<file path="src/rtl/pwr_mode_pkg.sv">
package pwr_mode_pkg;

  typedef enum logic [2:0] {
    PM_FAST1  = 3'd0,
    PM_FAST2  = 3'd1,
    PM_SLOW2  = 3'd2,
    PM_SLOW1  = 3'd3,
    PM_NAP    = 3'd4,
    PM_DEEP   = 3'd5
  } pm_mode_e;

  // control word layout, msb first
  typedef struct packed {
    logic deep;
    logic nap;
    logic sel_slow;
    logic sosc;
    logic fosc;
  } pm_ctl_t;

  function automatic logic cfg_legal(pm_ctl_t c);
    logic [2:0] t;
    t = {c.fosc, c.sosc, c.sel_slow};
    return (t == 3'b100) || (t == 3'b110) || (t == 3'b111) || (t == 3'b011);
  endfunction

  function automatic pm_mode_e cfg_mode(pm_ctl_t c);
    pm_mode_e m;
    case ({c.fosc, c.sosc, c.sel_slow})
      3'b110:  m = PM_FAST2;
      3'b111:  m = PM_SLOW2;
      3'b011:  m = PM_SLOW1;
      default: m = PM_FAST1;
    endcase
    return m;
  endfunction

  // one step at a time along fast1 - fast2 - slow2 - slow1
  function automatic logic step_ok(pm_mode_e from, pm_mode_e to);
    logic ok;
    case (from)
      PM_FAST1: ok = (to == PM_FAST1) || (to == PM_FAST2);
      PM_FAST2: ok = (to == PM_FAST1) || (to == PM_FAST2) || (to == PM_SLOW2);
      PM_SLOW2: ok = (to == PM_FAST2) || (to == PM_SLOW2) || (to == PM_SLOW1);
      PM_SLOW1: ok = (to == PM_SLOW1) || (to == PM_SLOW2);
      default:  ok = 1'b0;
    endcase
    return ok;
  endfunction

  function automatic logic is_stop(pm_mode_e m);
    return (m == PM_NAP) || (m == PM_DEEP);
  endfunction

endpackage

</file>
<file path="src/rtl/pms_sync_edge.sv">
module pms_sync_edge #(
  parameter int STAGES    = 2,
  parameter bit FALL_EDGE = 1'b1
) (
  input  logic clk,
  input  logic rst,
  input  logic async_i,
  output logic edge_o
);

  logic [STAGES-1:0] sync_q;
  logic              last_q;
  logic              synced;

  always_ff @(posedge clk) begin
    if (rst) begin
      sync_q <= '0;
      last_q <= 1'b0;
    end else begin
      sync_q <= {sync_q[STAGES-2:0], async_i};
      last_q <= sync_q[STAGES-1];
    end
  end

  assign synced = sync_q[STAGES-1];

  generate
    if (FALL_EDGE) begin : g_fall
      assign edge_o = last_q & ~synced;
    end else begin : g_rise
      assign edge_o = ~last_q & synced;
    end
  endgenerate

endmodule

</file>
<file path="src/rtl/pms_mode_fsm.sv">
module pms_mode_fsm
  import pwr_mode_pkg::*;
#(
  parameter int N_IRQ = 8
) (
  input  logic             clk,
  input  logic             rst,
  input  logic             ctl_wr,
  input  pm_ctl_t          ctl_data,
  input  logic             gie,
  input  logic             tb_en,
  input  logic             tb_ie,
  input  logic [N_IRQ-1:0] irq_req,
  input  logic             tb_fall,
  output pm_mode_e         mode_q,
  output pm_mode_e         mode_d,
  output logic             resume_isr,
  output logic             resume_next,
  output logic             tb_irq_set,
  output logic             tb_irq_take
);

  logic any_irq;
  logic wake_pend_q;
  logic tb_armed_q;
  logic leave_stop;
  logic enter_deep;

  assign any_irq = |irq_req;

  always_comb begin
    mode_d = mode_q;
    case (mode_q)
      PM_FAST1, PM_FAST2, PM_SLOW2, PM_SLOW1: begin
        if (ctl_wr) begin
          if (ctl_data.deep || ctl_data.nap) begin
            if (mode_q == PM_FAST1)
              mode_d = ctl_data.deep ? PM_DEEP : PM_NAP;
          end else if (cfg_legal(ctl_data) && step_ok(mode_q, cfg_mode(ctl_data))) begin
            mode_d = cfg_mode(ctl_data);
          end
        end
      end
      PM_NAP: begin
        if (any_irq) mode_d = PM_FAST1;
      end
      PM_DEEP: begin
        if ((wake_pend_q || any_irq) && tb_fall) mode_d = PM_FAST1;
      end
      default: mode_d = PM_FAST1;
    endcase
  end

  assign leave_stop = is_stop(mode_q) && (mode_d == PM_FAST1);
  assign enter_deep = (mode_q != PM_DEEP) && (mode_d == PM_DEEP);

  always_ff @(posedge clk) begin
    if (rst) begin
      mode_q      <= PM_FAST1;
      wake_pend_q <= 1'b0;
      tb_armed_q  <= 1'b0;
      resume_isr  <= 1'b0;
      resume_next <= 1'b0;
      tb_irq_set  <= 1'b0;
      tb_irq_take <= 1'b0;
    end else begin
      mode_q      <= mode_d;
      resume_isr  <= leave_stop & gie;
      resume_next <= leave_stop & ~gie;
      tb_irq_set  <= leave_stop && (mode_q == PM_DEEP) && tb_armed_q;
      tb_irq_take <= leave_stop && (mode_q == PM_DEEP) && tb_armed_q && gie && tb_ie && tb_en;
      if (enter_deep) tb_armed_q <= tb_en;
      if (mode_q == PM_DEEP && mode_d == PM_DEEP && any_irq) wake_pend_q <= 1'b1;
      else if (mode_d != PM_DEEP) wake_pend_q <= 1'b0;
    end
  end

  AST_SLOW2_NEIGHBOURS: assert property (@(posedge clk) disable iff (rst)
    mode_q == PM_SLOW2 |=> (mode_q == PM_SLOW2 || mode_q == PM_FAST2 || mode_q == PM_SLOW1));
  AST_DEEP_EXIT_ON_FALL: assert property (@(posedge clk) disable iff (rst)
    (mode_q == PM_DEEP && mode_d != PM_DEEP) |-> tb_fall);
  AST_STOP_FROM_FAST1: assert property (@(posedge clk) disable iff (rst)
    (is_stop(mode_d) && !is_stop(mode_q)) |-> mode_q == PM_FAST1);
  AST_RESUME_EXCLUSIVE: assert property (@(posedge clk) disable iff (rst)
    $onehot0({resume_isr, resume_next}));
  AST_RESUME_AFTER_STOP: assert property (@(posedge clk) disable iff (rst)
    (resume_isr || resume_next) |-> (mode_q == PM_FAST1 &&
      ($past(mode_q) == PM_NAP || $past(mode_q) == PM_DEEP)));
  AST_TB_TAKE_WITH_SET: assert property (@(posedge clk) disable iff (rst)
    tb_irq_take |-> tb_irq_set);

endmodule

</file>
<file path="src/rtl/pms_out_reg.sv">
module pms_out_reg
  import pwr_mode_pkg::*;
(
  input  logic     clk,
  input  logic     rst,
  input  pm_mode_e mode_d,
  output logic [2:0] mode_o,
  output logic     cpu_clk_en,
  output logic     per_clk_en,
  output logic     cpu_clk_slow,
  output logic     fosc_en,
  output logic     sosc_en
);

  logic [4:0] dec;

  // {cpu, per, slow select, fast osc, slow osc}
  always_comb begin
    case (mode_d)
      PM_FAST1: dec = 5'b11010;
      PM_FAST2: dec = 5'b11011;
      PM_SLOW2: dec = 5'b11111;
      PM_SLOW1: dec = 5'b11101;
      PM_NAP:   dec = 5'b01010;
      PM_DEEP:  dec = 5'b00010;
      default:  dec = 5'b11010;
    endcase
  end

  always_ff @(posedge clk) begin
    if (rst) begin
      mode_o       <= 3'd0;
      cpu_clk_en   <= 1'b1;
      per_clk_en   <= 1'b1;
      cpu_clk_slow <= 1'b0;
      fosc_en      <= 1'b1;
      sosc_en      <= 1'b0;
    end else begin
      mode_o <= mode_d;
      {cpu_clk_en, per_clk_en, cpu_clk_slow, fosc_en, sosc_en} <= dec;
    end
  end

endmodule

</file>
<file path="src/rtl/pms_mcyc.sv">
module pms_mcyc #(
  parameter int DIV = 4
) (
  input  logic clk,
  input  logic rst,
  input  logic run_fast,
  input  logic run_slow,
  input  logic slow_rise,
  output logic mcyc_stb
);

  localparam int CW = (DIV > 1) ? $clog2(DIV) : 1;
  localparam logic [CW-1:0] LAST = CW'(DIV - 1);

  logic [CW-1:0] cnt_q;
  logic          adv;

  assign adv = run_fast || (run_slow && slow_rise);

  always_ff @(posedge clk) begin
    if (rst) begin
      cnt_q    <= '0;
      mcyc_stb <= 1'b0;
    end else begin
      mcyc_stb <= 1'b0;
      if (!(run_fast || run_slow)) begin
        cnt_q <= '0;
      end else if (adv) begin
        if (cnt_q == LAST) begin
          cnt_q    <= '0;
          mcyc_stb <= 1'b1;
        end else begin
          cnt_q <= cnt_q + 1'b1;
        end
      end
    end
  end

  AST_MCYC_GATED: assert property (@(posedge clk) disable iff (rst)
    mcyc_stb |-> $past(run_fast || run_slow));

endmodule

</file>
<file path="src/rtl/pwr_mode_seq.sv">
module pwr_mode_seq
  import pwr_mode_pkg::*;
#(
  parameter int N_IRQ       = 8,
  parameter int N_TB_SRC    = 4,
  parameter int SYNC_STAGES = 2,
  parameter int MCYC_DIV    = 4,
  localparam int TB_SEL_W   = (N_TB_SRC > 1) ? $clog2(N_TB_SRC) : 1
) (
  input  logic                clk,
  input  logic                rst,
  input  logic                ctl_wr,
  input  logic [4:0]          ctl_wdata,
  input  logic                gie,
  input  logic                tb_en,
  input  logic                tb_ie,
  input  logic [N_IRQ-1:0]    irq_req,
  input  logic [N_TB_SRC-1:0] tb_src,
  input  logic [TB_SEL_W-1:0] tb_src_sel,
  input  logic                slow_clk,
  output logic [2:0]          mode_o,
  output logic                cpu_clk_en,
  output logic                per_clk_en,
  output logic                cpu_clk_slow,
  output logic                fosc_en,
  output logic                sosc_en,
  output logic                resume_isr,
  output logic                resume_next,
  output logic                tb_irq_set,
  output logic                tb_irq_take,
  output logic                mcyc_stb
);

  logic [N_TB_SRC-1:0] tb_fall_v;
  logic                tb_fall;
  logic                slow_rise;
  pm_mode_e            mode_q;
  pm_mode_e            mode_d;
  pm_ctl_t             ctl_data;

  assign ctl_data = pm_ctl_t'(ctl_wdata);

  generate
    for (genvar i = 0; i < N_TB_SRC; i++) begin : g_tb_sync
      pms_sync_edge #(.STAGES(SYNC_STAGES), .FALL_EDGE(1'b1)) u_tb_edge (
        .clk     (clk),
        .rst     (rst),
        .async_i (tb_src[i]),
        .edge_o  (tb_fall_v[i])
      );
    end
  endgenerate

  assign tb_fall = tb_fall_v[tb_src_sel];

  pms_sync_edge #(.STAGES(SYNC_STAGES), .FALL_EDGE(1'b0)) u_slow_edge (
    .clk     (clk),
    .rst     (rst),
    .async_i (slow_clk),
    .edge_o  (slow_rise)
  );

  pms_mode_fsm #(.N_IRQ(N_IRQ)) u_fsm (
    .clk         (clk),
    .rst         (rst),
    .ctl_wr      (ctl_wr),
    .ctl_data    (ctl_data),
    .gie         (gie),
    .tb_en       (tb_en),
    .tb_ie       (tb_ie),
    .irq_req     (irq_req),
    .tb_fall     (tb_fall),
    .mode_q      (mode_q),
    .mode_d      (mode_d),
    .resume_isr  (resume_isr),
    .resume_next (resume_next),
    .tb_irq_set  (tb_irq_set),
    .tb_irq_take (tb_irq_take)
  );

  pms_out_reg u_out (
    .clk          (clk),
    .rst          (rst),
    .mode_d       (mode_d),
    .mode_o       (mode_o),
    .cpu_clk_en   (cpu_clk_en),
    .per_clk_en   (per_clk_en),
    .cpu_clk_slow (cpu_clk_slow),
    .fosc_en      (fosc_en),
    .sosc_en      (sosc_en)
  );

  pms_mcyc #(.DIV(MCYC_DIV)) u_mcyc (
    .clk       (clk),
    .rst       (rst),
    .run_fast  (mode_q == PM_FAST1 || mode_q == PM_FAST2),
    .run_slow  (mode_q == PM_SLOW2 || mode_q == PM_SLOW1),
    .slow_rise (slow_rise),
    .mcyc_stb  (mcyc_stb)
  );

  AST_STOP_CPU_HALTED: assert property (@(posedge clk) disable iff (rst)
    (mode_q == PM_NAP || mode_q == PM_DEEP) |-> !cpu_clk_en);

endmodule

</file>
<file path="config.mk">
export PLATFORM = sky130hd
export DESIGN_NAME = pwr_mode_seq
export DESIGN_NICKNAME = d
export VERILOG_FILES = /design/src/rtl/pwr_mode_pkg.sv /design/src/rtl/pms_sync_edge.sv /design/src/rtl/pms_mode_fsm.sv /design/src/rtl/pms_out_reg.sv /design/src/rtl/pms_mcyc.sv /design/src/rtl/pwr_mode_seq.sv
export SDC_FILE = /design/constraint.sdc
export NUM_CORES = 1
export LEC_CHECK = 0
export ABC_AREA = 1
export BUFFER_PORTS_ARGS = -buffer_cell sky130_fd_sc_hd__buf_2
export CAP_MARGIN = 30
export CORE_UTILIZATION = 35
export DETAILED_ROUTE_END_ITERATION = 6
export HOLD_SLACK_MARGIN = 0.03
export SLEW_MARGIN = 20
export SYNTH_ARGS = -nofsm -noshare
export SYNTH_HDL_FRONTEND = slang
export SYNTH_SLANG_ARGS = --single-unit
</file>
<file path="constraint.sdc">
create_clock -name clk -period 3.45 [get_ports clk]
set_input_delay 0.345 -clock clk [delete_from_list [all_inputs] [get_ports clk]]
set_output_delay 0.345 -clock clk [all_outputs]
set_load 0.01 [all_outputs]
</file>
==> flow_summary_export.csv <==
group,metric,value,unit
critical_path,regToRegEndpoint,"u_fsm.tb_armed_q$_SDFFE_PP0P_",
route,drtIter0Drc,52,
critical_path,cp_common_cell,"nand2_1",
place,io_buffers,38,
timing,finalSetupViolCount,0,
critical_path,path_class,"input pin to flop",
hold_path,worstHoldPathType,"input pin to flop",
logic_synthesis,synth_edf_count,0,
power,power_density,446,mW/mm^2
logic_synthesis,synth_cell_types,24,
logic_synthesis,syn_avg_cell_area,7.80,sq um
clock_network,clk_pin_slew,0.08,ns
timing,tightestPinTransition,0.395,ns
place,gp_congestion,0.826,
critical_path,slowest_stage,"ha_1",
clock_network,htreeDepth,2,
clock_network,cts.sinks,32,
die,start_util,37.2,%
logic_synthesis,ys_ff_latch,32,
logic_synthesis,synthesis.area,0.00127,sq mm
logic_synthesis,yosys_warnings,0,
logic_synthesis,synth.largest_area_cell,"dfxtp_1",
critical_path,required,3.67,ns
timing,rsz0062_at_grt,"no",
run,max_cap_violations,0,
layout,nets,235,
layout,syn2layout_area_growth,22.5,%
die,die_h,62.3,microns
critical_path,r2r_start,"u_fsm.mode_q[1]$_SDFF_PP0_",
logic_synthesis,synth_common_cells,"dfxtp_1, nor2_1, inv_1",
route,ant_nets,0,
timing,layout_min_cycle_time,1.77,ns
timing,layout_setup_ws,1.68,ns
power,power.total,695,uW
global_route,grt_max_degree,22,
timing,skew,0.00702,ns
clock_network,root_buffer,"clkbuf_4",
clock_network,tritoncts,"built",
route,wl_met2,945,microns
critical_path,cp.arrival,1.99,ns
die,core_area,0.00342,sq mm
route,wl_per_cell,8.91,microns
timing,maxSlewHeadroom,73.7,%
timing,finalCritPeriodShare,51.4,%
logic_synthesis,postSynthNetCount,192,
critical_path,reg2reg_slack,1.92,ns
logic_synthesis,syn_inst,163,
layout,antenna_cells,0,
timing,setup_tns,0,ns
route,dr_wl_met3,130,microns
logic_synthesis,async_reset_ff_share,0,%
route,num_vias,1091,
logic_synthesis,ys_top_cells_by_area,"dfxtp_1, nor2_1, inv_1",
clock_network,cts_buffer_depth,2,
route,drc,0,
route,wl,2250,microns
clock_network,ctsResizeCount,0,
logic_synthesis,synthFlopType,"dfxtp_1",
route,met1Wirelength,1120,microns
die,fp.dieArea,0.00388,sq mm
critical_path,cpPeakStageDelay,0.29,ns
logic_synthesis,synth_top_area_share,50.4,%
die,rows,21,
global_route,grt_util_all_layers,13.3,%
power,p_leak,0.786,nW
global_route,grt_pass1_vias,973,
critical_path,startpoint,"ctl_wdata[2]",
place,post-place-ws,1.34,ns
place,hpwlAfterDp,1700,microns
critical_path,endpoint,"u_fsm.tb_armed_q$_SDFFE_PP0P_",
route,firstDrtPassIters,4,
critical_path,reg2reg_depth,13,
layout,drive_above_1_share,30.6,%
global_route,grt_antenna_before_repair,0,
global_route,grt_pass1_wl,3970,microns
clock_network,cts_setup_buffers,0,
critical_path,path_cells,"buf_2 > nand2_1 > inv_2 > o21ai_2 > inv_1 > ha_1 > nand2_1 > nand3_1 > nand2_1 > nand2_2 > nand2_1 > nand2_1 > nand3_1 > nand2_1 > nand2_2 > nand2_4 > a21oi_1 > nor2_1",
die,ios,39,
clock_network,cts_hold_buf,0,
critical_path,critPathMaxFanout,5,
power,vdd_drop_max,0.334,mV
outcome,status,"finished, final reports clean",
die,die_w,62.3,microns
route,vias_per_cell,4.33,
route,top_layer,"met4",
logic_synthesis,yosysMostFrequentCell,"dfxtp_1",
timing,drv_slew,0,
timing,max_freq,564,MHz
global_route,overflow,0,
critical_path,end_kind,"flop",
critical_path,critPathLaunchType,"input pin",
clock_network,clkLatencyLatePin,0.32,ns
clock_network,cts_buffers,5,
logic_synthesis,seq_area_frac_synth,50.4,%
timing,hold_violations,0,
-- state kept, by name (all words and copies together) (netlist names), 2 cells and up --
register,flops
u_slow_edge.sync_q,2
u_mcyc.cnt_q,2
g_tb_sync.u_tb_edge.sync_q,8
u_fsm.mode_q,3
g_tb_sync.u_tb_edge.last_q,4
-- cells by family after synthesis --
| family | after synthesis | synth area share (%) |
|---|---|---|
| DFF | 32 | 50.4 |
| AOI/OAI and AO/OA | 15 | 7.48 |
| and+or+nand+nor | 79 | 29.1 |
| buffers and inverters | 34 | 10.0 |
| adders and majority gates | 3 | 2.95 |
-- critical path: cells and delay by family --
kind / cells / cell delay [ns]
buf+inv: 3 / 0.24
fa+ha+maj: 1 / 0.29
simple gates: 12 / 0.82
compound gates: 2 / 0.29
-- cell type report --
type | count | area (sq um)
clock inverters | 1 | 5.00
inverters | 32 | 120
multi-input cells | 97 | 503
flip-flops and latches | 32 | 641
repair buffers | 38 | 190
well taps | 46 | 57.6
fillers | 359 | 1860
clock buffers | 6 | 41.3
-- layer usage --
layer  vias to the layer above  track usage, %
li1                        589               -
met1                       470            15.8
met2                        25            20.7
met3                         7            4.41
met4                         0            7.85
met5                         -               0
-- placed cells by master, fill, tap and decap left out --
cell type	instances
nor3_1	5
a21oi_1	6
clkinv_2	1
dfxtp_1	32
o21ai_2	1
nand2_1	21
o22ai_2	1
nor2_2	4
nand3b_1	1
clkbuf_4	5
nand3_2	2
inv_1	27
nand4_1	3
nand3_1	8
clkbuf_1	1
nor3_2	1
o221ai_1	1
o211ai_1	1
buf_2	38
ha_1	3
nand2_4	1
o21ai_1	1
o21ai_0	3
inv_2	5
nand2_2	4
nor2_1	29
a211oi_1	1
-- worst min-delay path by stage --
stage / start / endpoint / slack [ns] / cells after the start
after floorplan: g_tb_sync[0].u_tb_edge.sync_q[0]$_SDFF_PP0_ / g_tb_sync[0].u_tb_edge.sync_q[1]$_SDFF_PP0_ / 0.39 / 2
after global placement: g_tb_sync[2].u_tb_edge.sync_q[0]$_SDFF_PP0_ / g_tb_sync[2].u_tb_edge.sync_q[1]$_SDFF_PP0_ / 0.39 / 2
after detailed placement: g_tb_sync[3].u_tb_edge.sync_q[0]$_SDFF_PP0_ / g_tb_sync[3].u_tb_edge.sync_q[1]$_SDFF_PP0_ / 0.39 / 2
after CTS: gie / u_fsm.resume_next$_SDFF_PP0_ / 0.19 / 2
after global routing: tb_src[2] / g_tb_sync[2].u_tb_edge.sync_q[0]$_SDFF_PP0_ / 0.19 / 3
final: gie / u_fsm.resume_next$_SDFF_PP0_ / 0.21 / 2
-- where the power goes --
group | switching, mW | leakage, nW | internal (mW)
clock | 0.115 | 0.0281 | 0.0749
combinational | 0.0632 | 0.495 | 0.0437
sequential | 0.0103 | 0.262 | 0.388
-- per-stage QoR --
step | cell area [sq um] | instances | util (%) | hold slack (ns)
2_1_floorplan | 1270 | 163 | - | 0.388
3_3_place_gp | 1510 | 245 | 44.2 | 0.391
3_5_place_dp | 1510 | 245 | 44.2 | 0.395
4_1_cts | 1560 | 252 | 45.6 | 0.195
5_1_grt | 1560 | 252 | 45.6 | 0.193
6_report | 1560 | 252 | 45.6 | 0.213
No activity file was read; power rests on OpenSTA's default activity.
